## config.mk

```make
export PLATFORM = sky130hd
export DESIGN_NAME = z80_region_mapper
export DESIGN_NICKNAME = d
export VERILOG_FILES = /design/src/rtl/zrm_pkg.sv /design/src/rtl/zrm_table.sv /design/src/rtl/zrm_decode.sv /design/src/rtl/zrm_waitgen.sv /design/src/rtl/z80_region_mapper.sv
export SDC_FILE = /design/constraint.sdc
export NUM_CORES = 2
export LEC_CHECK = 0
export BUFFER_PORTS_ARGS = -buffer_cell sky130_fd_sc_hd__buf_4
export CORE_UTILIZATION = 55
export CTS_CLUSTER_SIZE = 30
export DETAILED_ROUTE_END_ITERATION = 6
export HOLD_SLACK_MARGIN = 0.12
export PLACE_DENSITY = 0.68
export SYNTH_ARGS = -nofsm -noshare
export SYNTH_HDL_FRONTEND = slang
export SYNTH_SLANG_ARGS = --single-unit
```

## constraint.sdc

```tcl
create_clock -name clk_i -period 3.9 [get_ports clk_i]
set_input_delay 0 -clock clk_i [delete_from_list [all_inputs] [get_ports clk_i]]
set_output_delay 0 -clock clk_i [all_outputs]
set_load 0.1 [all_outputs]
```

## src/rtl/zrm_pkg.sv

```systemverilog
package zrm_pkg;
  parameter int ADDR_W  = 16;
  parameter int BLK_W   = 9;
  parameter int IDX_W   = ADDR_W - BLK_W;
  parameter int NUM_BLK = 1 << IDX_W;
  parameter int BANK_W  = 6;
  parameter int RWAIT_W = 3;
  parameter int FX_MAX  = 4;
  parameter int IO_MAX  = 8;
  parameter int FX_W    = 3;
  parameter int IO_W    = 4;
  parameter int TOT_W   = 4;
  parameter int XADDR_W = BANK_W + ADDR_W;

  typedef enum logic [1:0] {RT_RAM = 2'd0, RT_ROM = 2'd1, RT_PHYS = 2'd2, RT_FUNC = 2'd3} route_e;
  typedef enum logic [2:0] {AK_FETCH = 3'd0, AK_MRD = 3'd1, AK_MWR = 3'd2,
                            AK_IORD = 3'd3, AK_IOWR = 3'd4} kind_e;

  typedef struct packed {
    route_e               rtype;
    logic [BANK_W-1:0]    bank;
    logic [IDX_W-1:0]     boff;
    logic [RWAIT_W-1:0]   rwait;
    logic                 sync;
  } map_ent_t;

  parameter int ENT_W = $bits(map_ent_t);
endpackage

```

## src/rtl/zrm_table.sv

```systemverilog
module zrm_table
  import zrm_pkg::*;
#(
  parameter int ROM_END   = 8,
  parameter int RAM_END   = 104,
  parameter int PHYS_WAIT = 2,
  parameter int PHYS_SYNC = 1
) (
  input  logic              clk_i,
  input  logic              rst_ni,
  input  logic              we_i,
  input  logic [IDX_W:0]    sel_i,
  input  logic [ENT_W-1:0]  data_i,
  input  logic [IDX_W-1:0]  idx_i,
  output map_ent_t          ent_o,
  output logic [FX_W-1:0]   fx_o,
  output logic [IO_W-1:0]   iox_o
);
  map_ent_t tbl [NUM_BLK];
  logic ent_we;
  assign ent_we = we_i && !sel_i[IDX_W];

  for (genvar b = 0; b < NUM_BLK; b++) begin : g_ent
    map_ent_t ent_q;
    always_ff @(posedge clk_i or negedge rst_ni) begin
      if (!rst_ni) begin
        ent_q.rtype <= (b < ROM_END) ? RT_ROM : ((b < RAM_END) ? RT_RAM : RT_PHYS);
        ent_q.bank  <= '0;
        ent_q.boff  <= IDX_W'(b);
        ent_q.rwait <= (b >= RAM_END) ? RWAIT_W'(PHYS_WAIT) : '0;
        ent_q.sync  <= (b >= RAM_END) && (PHYS_SYNC != 0);
      end else if (ent_we && sel_i[IDX_W-1:0] == IDX_W'(b)) begin
        ent_q <= map_ent_t'(data_i);
      end
    end
    assign tbl[b] = ent_q;
  end

  assign ent_o = tbl[idx_i];

  // globals saturate at their limits
  always_ff @(posedge clk_i or negedge rst_ni) begin
    if (!rst_ni) begin
      fx_o  <= '0;
      iox_o <= '0;
    end else if (we_i && sel_i[IDX_W]) begin
      fx_o  <= (data_i[FX_W-1:0] > FX_W'(FX_MAX)) ? FX_W'(FX_MAX) : data_i[FX_W-1:0];
      iox_o <= (data_i[FX_W+IO_W-1:FX_W] > IO_W'(IO_MAX)) ? IO_W'(IO_MAX)
                                                         : data_i[FX_W+IO_W-1:FX_W];
    end
  end

  p_fx_clamp_r8: assert property (@(posedge clk_i) disable iff (!rst_ni)
    fx_o <= FX_W'(FX_MAX));
  p_io_clamp_r8: assert property (@(posedge clk_i) disable iff (!rst_ni)
    iox_o <= IO_W'(IO_MAX));
endmodule

```

## src/rtl/zrm_decode.sv

```systemverilog
module zrm_decode
  import zrm_pkg::*;
(
  input  logic               clk_i,
  input  logic               rst_ni,
  input  logic               req_i,
  input  logic [2:0]         kind_i,
  input  logic [ADDR_W-1:0]  addr_i,
  input  logic               busy_i,
  input  map_ent_t           ent_i,
  input  logic [FX_W-1:0]    fx_i,
  input  logic [IO_W-1:0]    iox_i,
  output logic               valid_o,
  output route_e             route_o,
  output logic [XADDR_W-1:0] xaddr_o,
  output logic               wr_stb_o,
  output logic               ld_o,
  output logic [TOT_W-1:0]   ld_wait_o,
  output logic               ld_sync_o,
  output logic               ld_go_o
);
  logic is_io, kind_ok, accept, wr_d;
  route_e route_d;
  logic [XADDR_W-1:0] xaddr_d;

  always_comb begin
    is_io   = (kind_i == AK_IORD) || (kind_i == AK_IOWR);
    kind_ok = kind_i <= AK_IOWR;
    accept  = req_i && !busy_i && kind_ok;
    route_d = is_io ? RT_PHYS : ent_i.rtype;
    xaddr_d = is_io ? XADDR_W'(addr_i) : {ent_i.bank, ent_i.boff, addr_i[BLK_W-1:0]};
    wr_d    = (kind_i == AK_MWR) && (ent_i.rtype == RT_RAM);
    if (is_io) ld_wait_o = TOT_W'(iox_i);
    else       ld_wait_o = TOT_W'(ent_i.rwait) + ((kind_i == AK_FETCH) ? TOT_W'(fx_i) : '0);
    ld_sync_o = !is_io && (ent_i.rtype == RT_PHYS) && ent_i.sync;
    ld_go_o   = (route_d == RT_PHYS) && !ld_sync_o;
    ld_o      = accept;
  end

  always_ff @(posedge clk_i or negedge rst_ni) begin
    if (!rst_ni) begin
      valid_o  <= 1'b0;
      wr_stb_o <= 1'b0;
      route_o  <= RT_RAM;
      xaddr_o  <= '0;
    end else begin
      valid_o  <= accept;
      wr_stb_o <= accept && wr_d;
      if (accept) begin
        route_o <= route_d;
        xaddr_o <= xaddr_d;
      end
    end
  end

  p_wr_ram_only_r4: assert property (@(posedge clk_i) disable iff (!rst_ni)
    wr_stb_o |-> (valid_o && route_o == RT_RAM));
  p_idle_accept_r11: assert property (@(posedge clk_i) disable iff (!rst_ni)
    valid_o |-> !$past(busy_i));
endmodule

```

## src/rtl/zrm_waitgen.sv

```systemverilog
module zrm_waitgen
  import zrm_pkg::*;
(
  input  logic             clk_i,
  input  logic             rst_ni,
  input  logic             ld_i,
  input  logic [TOT_W-1:0] wait_i,
  input  logic             sync_i,
  input  logic             go_i,
  input  logic             host_t1_i,
  output logic             wait_o,
  output logic             phys_go_o
);
  logic [TOT_W-1:0] cnt_q;
  logic pend_q;

  // sync hold first, then the stretch count
  always_ff @(posedge clk_i or negedge rst_ni) begin
    if (!rst_ni) begin
      cnt_q     <= '0;
      pend_q    <= 1'b0;
      phys_go_o <= 1'b0;
    end else if (ld_i) begin
      cnt_q     <= wait_i;
      pend_q    <= sync_i;
      phys_go_o <= go_i;
    end else begin
      phys_go_o <= pend_q && host_t1_i;
      if (pend_q && host_t1_i) pend_q <= 1'b0;
      else if (!pend_q && cnt_q != '0) cnt_q <= cnt_q - 1'b1;
    end
  end

  assign wait_o = pend_q || (cnt_q != '0);

  p_sync_release_r9: assert property (@(posedge clk_i) disable iff (!rst_ni)
    $fell(pend_q) |-> phys_go_o);
  p_cnt_step_r5: assert property (@(posedge clk_i) disable iff (!rst_ni)
    (cnt_q != '0 && !pend_q && !ld_i) |=> cnt_q == $past(cnt_q) - 1'b1);
  p_go_single_r9: assert property (@(posedge clk_i) disable iff (!rst_ni)
    phys_go_o |=> !phys_go_o);
endmodule

```

## src/rtl/z80_region_mapper.sv

```systemverilog
module z80_region_mapper
  import zrm_pkg::*;
#(
  parameter int ROM_END_BLK = 8,
  parameter int RAM_END_BLK = 104,
  parameter int PHYS_WAIT   = 2,
  parameter int PHYS_SYNC   = 1
) (
  input  logic               clk_i,
  input  logic               rst_ni,
  input  logic               req_i,
  input  logic [2:0]         kind_i,
  input  logic [ADDR_W-1:0]  addr_i,
  input  logic               host_t1_i,
  input  logic               cfg_we_i,
  input  logic [IDX_W:0]     cfg_sel_i,
  input  logic [ENT_W-1:0]   cfg_data_i,
  output logic               valid_o,
  output logic [1:0]         route_o,
  output logic [XADDR_W-1:0] xaddr_o,
  output logic               wr_stb_o,
  output logic               phys_go_o,
  output logic               wait_o
);
  map_ent_t ent;
  logic [FX_W-1:0] fx;
  logic [IO_W-1:0] iox;
  logic ld, ld_sync, ld_go;
  logic [TOT_W-1:0] ld_wait;
  route_e route;

  zrm_table #(
    .ROM_END(ROM_END_BLK), .RAM_END(RAM_END_BLK),
    .PHYS_WAIT(PHYS_WAIT), .PHYS_SYNC(PHYS_SYNC)
  ) u_table (
    .clk_i, .rst_ni,
    .we_i(cfg_we_i), .sel_i(cfg_sel_i), .data_i(cfg_data_i),
    .idx_i(addr_i[ADDR_W-1:BLK_W]),
    .ent_o(ent), .fx_o(fx), .iox_o(iox)
  );

  zrm_decode u_decode (
    .clk_i, .rst_ni, .req_i, .kind_i, .addr_i,
    .busy_i(wait_o), .ent_i(ent), .fx_i(fx), .iox_i(iox),
    .valid_o, .route_o(route), .xaddr_o, .wr_stb_o,
    .ld_o(ld), .ld_wait_o(ld_wait), .ld_sync_o(ld_sync), .ld_go_o(ld_go)
  );

  zrm_waitgen u_wait (
    .clk_i, .rst_ni, .ld_i(ld), .wait_i(ld_wait), .sync_i(ld_sync),
    .go_i(ld_go), .host_t1_i, .wait_o, .phys_go_o
  );

  assign route_o = route;

  p_go_route_r3: assert property (@(posedge clk_i) disable iff (!rst_ni)
    phys_go_o |-> route == RT_PHYS);
endmodule

```

-- Yosys cells after proc, flatten, opt, wreduce, memory -nomap -nowiden
Cells that the tools add are included.
- register bits after elaboration: 2471
- word-level logic and storage cells: 957
- $add $sub $neg: 2
- $lt $le $gt $ge: 4
- equality and inequality tests: 133
- muxes and demuxes: 15
- bitwise gates (word level): 1
- reduce and logical (&&, ||, !) cells: 153
- operator list (kind ; number):
    7-bit equality test, second input constant ; 64
    7-bit by 6-bit equality test with 1-bit output, second input constant ; 32
    1-bit logical AND ; 139
    19-bit binary-select mux with 7-bit select ; 1
    7-bit by 5-bit equality test with 1-bit output, second input constant ; 16
    7-bit by 4-bit equality test with 1-bit output, second input constant ; 8
    19-bit two-way mux ; 2
    7-bit by 3-bit equality test with 1-bit output, second input constant ; 4
    22-bit two-way mux ; 1
    4-bit two-way mux ; 5
    7-bit by 2-bit equality test with 1-bit output, second input constant ; 2
    8-bit greater-or-equal comparator, second input constant ; 1
    7-bit NOT with 8-bit output ; 1
    7-bit by 1-bit equality test with 1-bit output, second input constant ; 1
    7-bit logical NOT ; 1
    3-bit by 2-bit equality test with 1-bit output, second input constant ; 2
    3-bit two-way mux ; 2
    1-bit logical NOT ; 5
    3-bit by 4-bit adder with 4-bit output ; 1
    2-bit equality test, second input constant ; 2
    4-bit > comparator, second input constant ; 1
    2-bit nonzero test ; 2
    4-bit nonzero test ; 1
    4-bit by 1-bit subtractor with 4-bit output, second input constant ; 1
    10 further kinds ; 13

-- Logic depth before layout (Yosys ltp)
- depth in word-level cells: 10
- mapped depth: 15
- gate-level depth less buffers: 11

-- By module
A second synthesis with hierarchy kept.
- cell total of the unflattened synthesis: 6645
- area, all modules: 112367.8 um^2
- by module, submodules not included (module ; times used ; cells an instance ; area each (um^2) ; sequential area each (um^2)):
    zrm_table ; 1 ; 6473 ; 110527.3 ; 61694.2
    zrm_decode ; 1 ; 136 ; 1502.7 ; 650.6
    zrm_waitgen ; 1 ; 36 ; 337.8 ; 150.1

-- Least setup slack after synthesis
Ideal clock, no wire load.
- path kind: input -> register
- start: input addr_i[9]
- end: register u_wait.cnt_q[1]
- arrival time: 3194 ps
- data required time: 3817 ps
- setup slack: 624 ps
- stages: 13
- buffers on the path: 3
- path through: buf_6 > buf_6 > buf_2 > mux4_2 > mux4_2 > mux4_2 > mux2_2 > ha_1 > inv_1 > fa_1 > nor2_1 > a21oi_1 > o21ai_0
- longest elaborated chain between the ends: 7
- ends and longest elaborated chain (what ; line ; text):
    from (decl) ; z80_region_mapper.sv:13 ; input logic [ADDR_W-1:0] addr_i,
    7-bit NOT with 8-bit output (not written as such) ; zrm_table.sv:39 ; assign ent_o = tbl[idx_i];
    19-bit binary-select mux with 7-bit select ; zrm_table.sv:39 ;
    19-bit two-way mux (not written as such) (2 in series) ; zrm_table.sv:39 ;
    3-bit by 4-bit adder with 4-bit output ; zrm_decode.sv:34 ; else ld_wait_o = TOT_W'(ent_i.rwait) + ((kind_i == AK_FETCH) ? TOT_W'(fx_i) : '0);
    4-bit two-way mux ; zrm_decode.sv:33 ; if (is_io) ld_wait_o = TOT_W'(iox_i);
    4-bit two-way mux ; zrm_waitgen.sv:23 ; end else if (ld_i) begin
    to (signal assigned) ; zrm_waitgen.sv:24 ; cnt_q <= wait_i;
    to (signal assigned) ; zrm_waitgen.sv:30 ; else if (!pend_q && cnt_q != '0) cnt_q <= cnt_q - 1'b1;
    to (decl) ; zrm_waitgen.sv:14 ; logic [TOT_W-1:0] cnt_q;
No other way between the ends. The select of a mux whose other input is x is not followed.
A chain may end at the register's enable or synchronous reset.

-- Worst setup path after layout
- start: input addr_i[10]
- end: register u_wait.pend_q
- longest elaborated chain between the ends: 8
- ends and longest elaborated chain (what ; line ; text):
    7-bit NOT with 8-bit output (not written as such) (*) ; zrm_table.sv:39 ;
    19-bit binary-select mux with 7-bit select (*) ; zrm_table.sv:39 ;
    19-bit two-way mux (not written as such) (*) (2 in series) ; zrm_table.sv:39 ;
    2-bit equality test ; zrm_decode.sv:35 ; ld_sync_o = !is_io && (ent_i.rtype == RT_PHYS) && ent_i.sync;
    1-bit logical AND ; zrm_decode.sv:35 ;
    1-bit logical AND (*) ; zrm_decode.sv:35 ;
    1-bit two-way mux (*) ; zrm_waitgen.sv:23 ;
    to (signal assigned) ; zrm_waitgen.sv:25 ; pend_q <= sync_i;
    to (decl) ; zrm_waitgen.sv:15 ; logic pend_q;
Mark *: on every way between the ends. The rest lies on a longest branch, timed or not. The select of a mux whose other input is x is not followed.

==> impl_metrics.tcl <==
set metrics [dict create \
    htree_levels 5 \
    syn_nets 6897 \
    synth_edf_count 0 \
    via_per_inst 6.50 \
    synth.yosys.seq_area_share_pct 55.6 \
    cp.required_ps 4690 \
    grt_max_degree 130 \
    ys_types 59 \
    synth_ff_type "dfrtp_1" \
    startpoint_type "input pin" \
    vdd_drop_max_mv 0.551 \
    synth-async-reset-ratio_pct 100 \
    cpPeakStageDelay_ps 560 \
    hold_violations 0 \
    synth_top_cell_by_area "dfrtp_1" \
    synth_top_family_by_area "multiplexers" \
    worstMarginPinSlew_ps 1240 \
    rsz0062_at_grt "false" \
    synth_fa_ha_area_share_pct 0.0623 \
    slew_violations 0 \
    initial_core_util_pct 55.5 \
    synthCells 6841 \
    gr-usage-all-layers_pct 31.6 \
    die_area_sq_um 206000 \
    ys_ff_latch 2471 \
    hpwlAfterDp_um 200000 \
    wl_um 319000 \
    grt_pass1_wl_um 473000 \
    max_slew_margin_pct 16.6 \
    syn_area_sq_um 112000 \
    rows 165 \
    cp.depth 12 \
    setup_viol_count_final 0 \
    hold_depth 3 \
    synth_compound_area_share_pct 0.750 \
    crit_family "buffers and inverters" \
    max_freq_mhz 281 \
    drc_errors 6 \
    switching_share_pct 24.5 \
    clockBufferDepth 4 \
    cp_slowest_cell "dlygate4sd3_1" \
    syn_area_per_cell_sq_um 16.4 \
    root_buffer "clkbuf_16" \
    cts_tree "done" \
    reg2regPathDepth 11 \
    pwr_density_cell_nw_per_um2 468 \
    wire_per_inst_um 32.1 \
    fin_crit_ps 3560 \
    path_cells "dlygate4sd3_1 -> buf_8 -> buf_12 -> buf_12 -> mux4_2 -> and2_1 -> a211oi_1 -> a211oi_1 -> o311a_1 -> o21a_1 -> a32o_1 -> dlygate4sd3_1" \
    drtIter0Drc 5639 \
    die_x_um 454 \
    p_seq_share_pct 46.9 \
    power_frac_clock_pct 43.2 \
    synth_simple_gate_area_share_pct 1.48 \
    synth_mux_area_share_pct 39.8 \
    die_h_um 454 \
    synthXorXnorAreaFrac_pct 0.0311 \
    fin_skew_ps 41.8 \
    area_growth_syn_to_layout_pct 13.3 \
    critical_path_class "input pin to flip-flop" \
    fin_nets 7107 \
    detail_route.first_pass.iterations 7 \
    violations "design-rule violations" \
    netlist_top_cells_area "dfrtp_1, mux2_2, mux4_2, dfstp_2, clkbuf_1" \
    clkTransAtPathRegs_ps 60 \
    worst-path-buf-inv 5 \
    antenna_found_initial 23 \
    status "finished, violations left" \
    critical_path.max_fanout 57 \
    hold_path.class "input pin to flip-flop" \
    numCtsBuffers 280 \
    holdWs_ps 261 \
    combPwrFrac_pct 9.9 \
    p_total_mw 59.7 \
    yosys.area.top_type_share_pct 43.2 \
    yosysWarnings 0 \
    gp_congestion 0.950 \
    leakage_nw 59.3 \
    grt-ovfl-total 0 \
    core_sq_um 203000 \
    min_period_over_period_pct 91.4 \
    detail-route-antenna-nets 0 \
    io_pins 79 \
    intPower_mw 45.1 \
    p_sw_mw 14.6 \
    cts_num_sinks 2471 \
    via_count 64600 \
    portBuffers 78 \
    crit_arrival_ps 4350 \
    max-cap-violations 0 \
    grt_pass1_vias 67000 \
    drive_gt1_share_pct 63.9 \
    end_kind "flip-flop" \
    clk_latency_ps 910 \
]
[power by group through the flow]
stage                     combinational (mW)  sequential, mW  clock, mW
after detailed placement                5.80            28.4          0
after CTS                               5.96            27.9       26.3
final                                   5.93            28.0       25.8
after floorplan                         3.05            28.7          0
after global placement                  5.68            28.3          0
after global routing                    6.29            28.1       27.2
[synthesized netlist by cell type, drive strengths merged (4+ instances only)]
master / count
mux2: 2444
dfrtp: 1943
mux4: 748
dfstp: 528
clkbuf: 460
nand2: 177
buf: 160
nor2: 90
mux2i: 37
a21oi: 25
nand3: 24
o21ai: 21
nand2b: 15
nor2b: 15
a22oi: 13
inv: 13
and2: 12
nand4: 10
a211oi: 9
o221ai: 8
a31oi: 7
nor3: 7
and3: 6
nor3b: 6
o22ai: 5
or2: 5
a2111oi: 4
a221oi: 4
ha: 4
o31ai: 4
or3: 4
[final cells by class]
| cell class | count | area, sq um |
|---|---|---|
| fillers | 14500 | 75200 |
| diodes | 7 | 17.5 |
| well taps | 2672 | 3340 |
| inverters | 13 | 56.3 |
| repair buffers | 548 | 5130 |
| multi-input cells | 3737 | 47500 |
| flip-flops and latches | 2471 | 62500 |
| clock buffers | 442 | 8450 |
| clock inverters | 47 | 500 |
[final timing paths]
kind,startpoint,endpoint,slack (ps)
worst max-delay path,addr_i[10],u_wait.pend_q,340
worst min-delay path,cfg_data_i[3],u_table.g_ent[100].ent_q[3],260
worst max register to register,u_wait.cnt_q[0],u_wait.phys_go_o,360
worst min register to register,u_table.fx_o[0],u_table.fx_o[0],480
max in group asynchronous,rst_ni,u_table.g_ent[53].ent_q[4],2470
min in group asynchronous,rst_ni,u_table.g_ent[80].ent_q[14],530
[through the flow]
stage | instances | TNS (ps) | cell area [sq um] | setup slack [ps] | util [%]
after floorplan | 6841 | 0 | 112000 | 624 | -
after global placement | 9352 | -18.2 | 118000 | -18.2 | 58.0
after detailed placement | 9352 | 0 | 118000 | 102 | 58.0
after CTS | 9931 | 0 | 127000 | 33.4 | 62.9
after global routing | 9932 | 0 | 127000 | 286 | 62.9
final | 9937 | 0 | 128000 | 337 | 62.9
[state kept, by name, summed over array words and instances (netlist names)]
name,flops
u_decode.valid_o,1
u_table.g_ent.ent_q,2432
u_decode.route_o,2
u_decode.xaddr_o,22
u_decode.wr_stb_o,1
u_table.iox_o,4
u_wait.phys_go_o,1
u_table.fx_o,3
u_wait.cnt_q,4
u_wait.pend_q,1
[tightest hold or removal path, cell delays in order]
cell,delay (ps)
dlygate4sd3_1,540
buf_4,270
mux2_2,320
[placed cells by master (no fill, tap or decap), drive strengths merged, types with 13 or more instances in the layout]
cell and count:
clkbuf 442, nor2 90, inv 15, mux2 2444, nor2b 15, nand2 177
dlygate4sd3 88, a21oi 25, o21ai 21, mux4 748, buf 460, nand3 24
clkinv 32, dfstp 528, mux2i 37, a22oi 13, nand2b 15, dfrtp 1943
[logic make-up after synthesis]
group	count (synthesis)
adders and majority gates	5
xor gates and xnor gates	4
and+or+nand+nor	376
buffers and inverters	633
DFF	2471
AOI/OAI and AO/OA	123
muxes	3229
[per-layer routing]
layer	GRT usage, %	up-vias	share of wire (%)
met5	0	-	0.023
met1	45.4	35800	43
li1	-	26000	-
met3	6.07	635	6.8
met2	47.8	2090	46
met4	13.0	14	4.4
[what timing repair did]
item,CTS,global route
hold endpoints to repair,4152,0
endpoints found under the setup margin,0,1
resized for setup,0,2
hold buffers,90,0
buffers inserted,0,0
No activity file was read; power rests on OpenSTA's default activity.
